==> config.mk <==
export PLATFORM = sky130hd
export DESIGN_NAME = priv_trap_ctrl
export DESIGN_NICKNAME = d
export VERILOG_FILES = /design/src/rtl/priv_trap_pkg.sv /design/src/rtl/priv_timer.sv /design/src/rtl/priv_cause_sel.sv /design/src/rtl/priv_trap_ctrl.sv
export SDC_FILE = /design/constraint.sdc
export NUM_CORES = 1
export LEC_CHECK = 0
export BUFFER_PORTS_ARGS = -buffer_cell sky130_fd_sc_hd__buf_2
export CAP_MARGIN = 10
export CORE_MARGIN = 2
export CORE_UTILIZATION = 50
export CTS_CLUSTER_SIZE = 16
export DETAILED_ROUTE_END_ITERATION = 10
export HOLD_SLACK_MARGIN = 0.12
export PLACE_DENSITY = 0.85
export SYNTH_ARGS = -nofsm -noshare
export SYNTH_HDL_FRONTEND = slang
export SYNTH_SLANG_ARGS = --single-unit
==> constraint.sdc <==
create_clock -name clk -period 3.7 [get_ports clk]
set_input_delay 0.185 -clock clk [delete_from_list [all_inputs] [get_ports clk]]
set_output_delay 0.185 -clock clk [all_outputs]
set_load 0.05 [all_outputs]
==> src/rtl/priv_trap_pkg.sv <==
package priv_trap_pkg;
  localparam int NSYNC  = 5;
  localparam int NEXT   = 3;
  localparam int NCAUSE = NSYNC + 1 + NEXT;
  localparam int CW     = 4;

  typedef enum logic [CW-1:0] {
    CS_OVF  = 4'd0,
    CS_DIVZ = 4'd1,
    CS_ILL  = 4'd2,
    CS_MEMV = 4'd3,
    CS_SYSC = 4'd4,
    CS_PRIV = 4'd5,
    CS_HWF  = 4'd6,
    CS_TMR  = 4'd7,
    CS_IO   = 4'd8
  } cause_e;

  localparam logic MODE_KERNEL = 1'b0;
  localparam logic MODE_USER   = 1'b1;
endpackage

==> src/rtl/priv_timer.sv <==
module priv_timer #(
  parameter int TMR_W = 8
) (
  input  logic             clk,
  input  logic             rst_n,
  input  logic             load_i,
  input  logic [TMR_W-1:0] val_i,
  input  logic             user_i,
  output logic [TMR_W-1:0] cnt_o,
  output logic             expire_o
);
  logic [TMR_W-1:0] cnt_q, cnt_d;
  logic             ld_ok;

  assign ld_ok = load_i & ~user_i;

  always_comb begin
    cnt_d    = cnt_q;
    expire_o = 1'b0;
    if (ld_ok) begin
      cnt_d = val_i;
    end else if (cnt_q != '0) begin
      cnt_d    = cnt_q - TMR_W'(1);
      expire_o = (cnt_q == TMR_W'(1));
    end
  end

  always_ff @(posedge clk or negedge rst_n) begin
    if (!rst_n) cnt_q <= '0;
    else        cnt_q <= cnt_d;
  end

  assign cnt_o = cnt_q;

  // a user-mode load leaves a stopped timer stopped
  a_r9_user_load_ignored: assert property (@(posedge clk) disable iff (!rst_n)
    (load_i && user_i && cnt_q == '0) |=> (cnt_q == '0));
  // with no load, the count never wraps past zero
  a_r9_no_wrap: assert property (@(posedge clk) disable iff (!rst_n)
    (!ld_ok && cnt_q == '0) |=> (cnt_q == '0));
endmodule

==> src/rtl/priv_cause_sel.sv <==
module priv_cause_sel #(
  parameter int NREQ = 9,
  parameter int CW   = 4
) (
  input  logic [NREQ-1:0] req_i,
  output logic            hit_o,
  output logic [CW-1:0]   idx_o
);
  always_comb begin
    hit_o = |req_i;
    idx_o = '0;
    for (int i = NREQ - 1; i >= 0; i--) begin
      if (req_i[i]) idx_o = CW'(i);
    end
  end
endmodule

==> src/rtl/priv_trap_ctrl.sv <==
module priv_trap_ctrl
  import priv_trap_pkg::*;
#(
  parameter int ADDR_W     = 16,
  parameter int TMR_W      = 8,
  parameter int VEC_BASE   = 256,
  parameter int VEC_STRIDE = 4
) (
  input  logic              clk,
  input  logic              rst_n,
  input  logic              boundary_i,
  input  logic [ADDR_W-1:0] cur_pc_i,
  input  logic [NSYNC-1:0]  trap_i,
  input  logic              priv_op_i,
  input  logic              io_irq_i,
  input  logic              hw_fault_i,
  input  logic              set_user_i,
  input  logic              eret_i,
  input  logic              tmr_load_i,
  input  logic [TMR_W-1:0]  tmr_val_i,
  output logic              pc_load_o,
  output logic [ADDR_W-1:0] pc_next_o,
  output logic [ADDR_W-1:0] epc_o,
  output logic [CW-1:0]     cause_o,
  output logic              mode_o,
  output logic              ie_o,
  output logic [TMR_W-1:0]  tmr_count_o
);
  localparam int EXT_LO = NSYNC + 1;

  logic              mode_q, mode_d, prev_q, prev_d, ie_q, ie_d;
  logic [ADDR_W-1:0] epc_q, epc_d;
  logic [CW-1:0]     cause_q, cause_d;
  logic [NEXT-1:0]   pend_q, pend_d, pend_set, pend_clr;
  logic [NCAUSE-1:0] req;
  logic              sel_hit, entry, tmr_exp, priv_trap;
  logic [CW-1:0]     sel_idx;
  logic [ADDR_W-1:0] vec_addr;

  priv_timer #(.TMR_W(TMR_W)) u_timer (
    .clk      (clk),
    .rst_n    (rst_n),
    .load_i   (tmr_load_i),
    .val_i    (tmr_val_i),
    .user_i   (mode_q),
    .cnt_o    (tmr_count_o),
    .expire_o (tmr_exp)
  );

  assign priv_trap = priv_op_i & (mode_q == MODE_USER);
  assign req       = {pend_q & {NEXT{ie_q}}, priv_trap, trap_i};

  priv_cause_sel #(.NREQ(NCAUSE), .CW(CW)) u_sel (
    .req_i (req),
    .hit_o (sel_hit),
    .idx_o (sel_idx)
  );

  assign entry    = boundary_i & ~eret_i & sel_hit;
  assign vec_addr = ADDR_W'(VEC_BASE) + ADDR_W'(sel_idx) * ADDR_W'(VEC_STRIDE);

  // pending external requests: bit 0 fault, bit 1 timer, bit 2 I/O
  assign pend_set = {io_irq_i, tmr_exp, hw_fault_i};

  always_comb begin
    pend_clr = '0;
    for (int k = 0; k < NEXT; k++) begin
      if (entry && sel_idx == CW'(EXT_LO + k)) pend_clr[k] = 1'b1;
    end
    pend_d = (pend_q & ~pend_clr) | pend_set;
  end

  always_comb begin
    mode_d  = mode_q;
    prev_d  = prev_q;
    ie_d    = ie_q;
    epc_d   = epc_q;
    cause_d = cause_q;
    if (eret_i) begin
      mode_d = prev_q;
      ie_d   = 1'b1;
    end else if (entry) begin
      prev_d  = mode_q;
      mode_d  = MODE_KERNEL;
      ie_d    = 1'b0;
      epc_d   = cur_pc_i;
      cause_d = sel_idx;
    end else if (set_user_i) begin
      mode_d = MODE_USER;
      ie_d   = 1'b1;
    end
  end

  always_ff @(posedge clk or negedge rst_n) begin
    if (!rst_n) begin
      mode_q  <= MODE_KERNEL;
      prev_q  <= MODE_KERNEL;
      ie_q    <= 1'b0;
      epc_q   <= '0;
      cause_q <= '0;
      pend_q  <= '0;
    end else begin
      mode_q  <= mode_d;
      prev_q  <= prev_d;
      ie_q    <= ie_d;
      epc_q   <= epc_d;
      cause_q <= cause_d;
      pend_q  <= pend_d;
    end
  end

  assign pc_load_o = entry | eret_i;
  assign pc_next_o = eret_i ? epc_q : vec_addr;
  assign epc_o     = epc_q;
  assign cause_o   = cause_q;
  assign mode_o    = mode_q;
  assign ie_o      = ie_q;

  // entry lands in kernel mode with interrupts off
  a_r3_entry_kernel: assert property (@(posedge clk) disable iff (!rst_n)
    entry |=> (mode_o == MODE_KERNEL && !ie_o));
  // kernel mode is reached only by entry or by a return
  a_r3_no_soft_kernel: assert property (@(posedge clk) disable iff (!rst_n)
    $fell(mode_o) |-> ($past(entry) || $past(eret_i)));
  // the return address is captured from the boundary cycle
  a_r2_epc_saved: assert property (@(posedge clk) disable iff (!rst_n)
    entry |=> (epc_o == $past(cur_pc_i)));
  // a return enables interrupts
  a_r8_eret_ie: assert property (@(posedge clk) disable iff (!rst_n)
    eret_i |=> ie_o);
  // with interrupts off only synchronous causes are taken
  a_r6_masked: assert property (@(posedge clk) disable iff (!rst_n)
    (entry && !ie_q) |-> (sel_idx < CW'(EXT_LO)));
  // pending requests survive until taken
  a_r7_held: assert property (@(posedge clk) disable iff (!rst_n)
    !entry |=> ((pend_q & $past(pend_q)) == $past(pend_q)));
  // no program counter redirect without a boundary or return
  a_r10_boundary: assert property (@(posedge clk) disable iff (!rst_n)
    (!boundary_i && !eret_i) |-> !pc_load_o);
endmodule

---- Word level (Yosys, flattened, before mapping) ----
Cells that the tools add are included.
word-level totals
  flip-flop bits (word level) ............. 34
  bits in latches ......................... 0
  bits in writable memories ............... 0
  bits in read-only memories .............. 0
  input port bits ......................... 38
  output and inout port bits .............. 47
  logic and storage cells ................. 53
  memories kept ........................... 0
cells by class
  $add $sub $neg .......................... 2
  $mul .................................... 0
  divide/modulo/power cells ............... 0
  order comparisons ....................... 0
  equal/unequal tests ..................... 4
  shift operators ......................... 0
  multiplexer cells ....................... 21
  bitwise gates (word level) .............. 11
  reduce and logical (&&, ||, !) cells .... 8
operator list
  kind                  number
  $mux 4                9
  $mux 16               1
  $mux 8                2
  $add 9x6->10 const A  1
  $mux 1                9
  $reduce_or 9->1       1
  $eq 4x3->1 const B    2
  $eq 8x1->1 const B    1
  $reduce_bool 8->1     1
  $sub 8x1->8 const B   1
  $and 3x3->3           2
  $and 1x1->1           4
  $eq 4x4->1 const B    1
  $logic_and 1x1->1     3
  $not 3->3             1
  $or 3x3->3            1
  $reduce_bool 3->1     1
  $not 1->1             2
  $reduce_and 2->1      1
  $reduce_bool 2->1     1
  $or 1x1->1            1

---- Longest topological paths before layout ----
  depth in word-level cells ............... 16
  gate-level depth with buffers ........... 6
  depth with buffers taken out ............ 6

---- Hierarchy ----
Synthesis repeated with hierarchy kept, for this count alone.
unflattened totals
  cell total of the unflattened synthesis .. 167
  area, all modules ....................... 1919.3 um^2
by module, submodules not included
  module          times used  cells an instance  area each (um^2)  sequential area each (um^2)
  priv_trap_ctrl  1           91                 1263.7            650.6
  priv_timer      1           62                 559.3             200.2
  priv_cause_sel  1           14                 96.3              0.0

---- Worst setup path before layout ----
OpenSTA, ideal clock, no wires.
  path type ............................... reg2out
  start point ............................. register mode_q (netlist: mode_o)
  end point ............................... output port pc_next_o[5]
  data arrival time ....................... 2385 ps
  required time ........................... 3515 ps
  slack ................................... 1130 ps
  stages on the path, launching flop included .. 5
  path buffers ............................ 0
  path through ............................ dfrtp_1 > a21oi_1 > and2_1 > nand2_1 > o31ai_1
between the ends
  word-level cells in the longest chain between the ends .. 9
RTL lines
  what                    line                   text
  start, declared         priv_trap_ctrl.sv:31   logic mode_q, mode_d, prev_q, prev_d, ie_q, ie_d;
  start signal, assigned  priv_trap_ctrl.sv:103  mode_q <= mode_d;
  $and 1x1->1             priv_trap_ctrl.sv:50   assign priv_trap = priv_op_i & (mode_q == MODE_USER);
  $mux 4 (6 in series)    priv_cause_sel.sv:13   if (req_i[i]) idx_o = CW'(i);
  $add 9x6->10            priv_trap_ctrl.sv:60   assign vec_addr = ADDR_W'(VEC_BASE) + ADDR_W'(sel_idx) * ADDR_W'(VEC_STRIDE);
  $mux 16                 priv_trap_ctrl.sv:113  assign pc_next_o = eret_i ? epc_q : vec_addr;
  end, declared           priv_trap_ctrl.sv:22   output logic [ADDR_W-1:0] pc_next_o,
Every way passes these cells.

---- Worst setup path in the final report ----
  start point ............................. register ie_q (netlist: ie_o)
  end point ............................... register epc_q[3] (netlist: epc_o[3])
between the ends
  word-level cells in the longest chain between the ends .. 4
RTL lines
  what                        line                   text
  start, declared             priv_trap_ctrl.sv:31
  start signal, assigned      priv_trap_ctrl.sv:105  ie_q <= ie_d;
  $and 3x3->3                 priv_trap_ctrl.sv:51   assign req = {pend_q & {NEXT{ie_q}}, priv_trap, trap_i};
  $reduce_or 9->1             priv_cause_sel.sv:10   hit_o = |req_i;
  $and 1x1->1                 priv_trap_ctrl.sv:59   assign entry = boundary_i & ~eret_i & sel_hit;
  $reduce_and 2->1 (no line)  n/a
  end signal, assigned        priv_trap_ctrl.sv:106  epc_q <= epc_d;
  end, declared               priv_trap_ctrl.sv:32   logic [ADDR_W-1:0] epc_q, epc_d;
Every way passes these cells.
A chain may end at the register's enable or synchronous reset.

==> flow_metrics.tcl <==
set metrics [dict create \
    outcome "finished clean" \
    path_max_fanout 20 \
    wl_per_cell_um 14.66 \
    setup.worst_path.start "ie_o" \
    numCtsBuffers 5 \
    grt_max_degree 35 \
    worstReg2RegStart "ie_o" \
    row_count 21 \
    holdBufCountCts 27 \
    r2r_cells 3 \
    worstPathArrival_ns 2.35 \
    h-tree-depth 2 \
    clk_pin_slew_ns 0.11 \
    p_per_area_mw_per_mm2 526.8 \
    synth_xor_xnor_area_share 0.01452 \
    synthMuxAreaShare 0.1231 \
    synthAdderAreaFrac 0.02075 \
    yosysWarnings 0 \
    setup_viol 0 \
    dr_total_vias 1693 \
    maxSlewViolCount 0 \
    core_mm2 0.003416 \
    gp_congestion 0.7969 \
    post-cts-setup-buffers 0 \
    critical_path_required_ns 3.93 \
    ctsResizeCount 0 \
    clock-sinks 34 \
    path_class "reg -> reg" \
    yosys.area.top_type "dfrtp_1" \
    synth_area_leaders "dfrtp_1 47%, mux2_2 11%, and2_1 4.1%" \
    dieArea_mm2 0.004116 \
    endpoint "epc_o[3]" \
    fin_nets 321 \
    grt_usage 0.2433 \
    relSlewSlack 0.3040 \
    start_util 0.5297 \
    grt_pass1_vias 1632 \
    numPortBuffers 84 \
    r2r-end "epc_o[3]" \
    cp-start-kind "flop" \
    rsz0062_at_grt "false" \
    maxCapViolations 0 \
    synth_top_family_by_area "simple AND/OR/NAND/NOR gates" \
    n_antenna_cell 0 \
    finalClockSkew_ns 0.009655 \
    syn-num-nets 208 \
    peakVddDrop_mv 0.3945 \
    leakage_nw 1.216 \
    cts-root-buf "clkbuf_4" \
    yosys.area_share.simple 0.2047 \
    ys_seq_area_frac 0.4703 \
    cp-end-kind "flop" \
    reg2reg_slack_ns 1.58 \
    placed_cell_area_mm2 0.002257 \
    synth-seq-cells 34 \
    ios 85 \
    drt_drc_violations_left 0 \
    grt_pass1_wl_um 7534 \
    synth_ff_type "dfrtp_1" \
    post-route-period-util 0.5730 \
    ctsLongestPathBuffers 2 \
    worst_pin_slew_ns 1.044 \
    synth_cell_types 41 \
    antenna_found_initial 0 \
    stdcell_area_mm2 0.002575 \
    syn_area_mm2 0.001809 \
    hold_viol 0 \
    cts_tree "built" \
    via_per_inst 5.193 \
    yosysTopAreaCellShare 0.4703 \
    drive_gt1_frac 0.4250 \
    synth.most_common_cell "dfrtp_1" \
    first_pass_iters 4 \
    dp_hpwl_um 3183 \
    fillers 254 \
    fp.dieH_um 64.16 \
    ant_nets 0 \
    area_growth_pct 42.32 \
    synth_edf_count 0 \
    routed_wl_um 4779 \
    min_path_type "in -> reg" \
    initialDrtViolationCount 103 \
    clock_latency_ns 0.34 \
    synth_common_cells "34 x dfrtp_1, 18 x mux2_2, 15 x nand2_1" \
    die_w_um 64.16 \
    syn-mean-instance-area_um2 10.83 \
    async_flop_share 1.000 \
    synthCells 167 \
    fin_crit_ns 2.120 \
    synth_compound_area_frac 0.1335 \
    max_freq_mhz 471.7 \
    grt.overflow.total 0 \
    fin_setup_tns_ns 0 \
]
layout by cell type, fill, tap and decap left out, types with 3 or more instances in the layout:
master,netlist,layout
ha_1,3,3
a21oi_1,6,6
and2_1,12,12
dlygate4sd3_1,0,27
buf_2,0,84
clkbuf_4,0,5
a21o_1,3,3
o31ai_1,5,5
mux2_2,18,18
dfrtp_1,34,34
inv_1,6,6
o21ai_0,8,8
nand2_1,15,15
nor2_1,10,10
nand2b_1,3,3
xnor2_1,3,3
sequential cells by signal (all words and copies together) (netlist names):
register       flops
cause_o            4
epc_o             16
ie_o               1
mode_o             1
pend_q             3
prev_q             1
u_timer.cnt_o      8
worst max-delay path, stage by stage, from the launching register on:
cell,delay (ns)
dfrtp_1,0.51
nand2_1,0.17
a41oi_2,0.89
mux2_2,0.43
where the power goes:
part | internal [mW] | switching, mW
combinational | 0.196 | 0.460
sequential | 0.440 | 0.0710
clock | 0.0682 | 0.122
worst min path at each step:
stage                 startpoint          endpoint  slack [ns]  cells after the start
CTS                 tmr_val_i[6]  u_timer.cnt_o[6]        0.14                      3
finish              tmr_val_i[6]  u_timer.cnt_o[6]        0.15                      3
global placement           rst_n         epc_o[12]        0.28                      1
global route        tmr_val_i[6]  u_timer.cnt_o[6]        0.15                      3
detailed placement         rst_n         epc_o[12]        0.29                      1
floorplan                  rst_n        cause_o[0]       -0.11                      0
layout make-up:
type	count	area, um^2	area share
Timing Repair Buffer	112	698.2	0.2711
Multi-Input combinational cell	121	898.4	0.3489
Inverter	6	22.52	0.008746
Sequential cell	34	850.8	0.3304
Tap cell	46	57.56	0.02235
Clock buffer	5	37.54	0.01458
Clock inverter	2	10.01	0.003887
stage by stage:
step	std cells	util	setup WS (ns)	hold slack, ns	power [mW]
after detailed placement	292	0.6608	1.568	0.2947	1.145
final	326	0.7538	1.580	0.1477	1.357
after global routing	326	0.7538	1.445	0.1487	1.432
after global placement	292	0.6608	1.613	0.2843	1.130
after CTS	326	0.7538	1.574	0.1416	1.352
after floorplan	167	-	1.130	-0.1106	0.9856
per-layer routing:
layer  wire (um)  track usage  vias to the layer above
met5           0            0                        -
met4         154       0.1197                        0
met3         286      0.05634                       14
met2        2434       0.4141                       73
met1        1904       0.2884                      776
li1            -            -                      830
cell families after synthesis:
kind of cell             count (synthesis)
buffers and inverters                   12
AND/OR/NAND/NOR                         61
flip-flops                              34
XOR/XNOR                                 3
adder cells (fa/ha/maj)                  3
multiplexers                            20
AO/OA/AOI/OAI                           34
No activity file was read; power rests on OpenSTA's default activity.
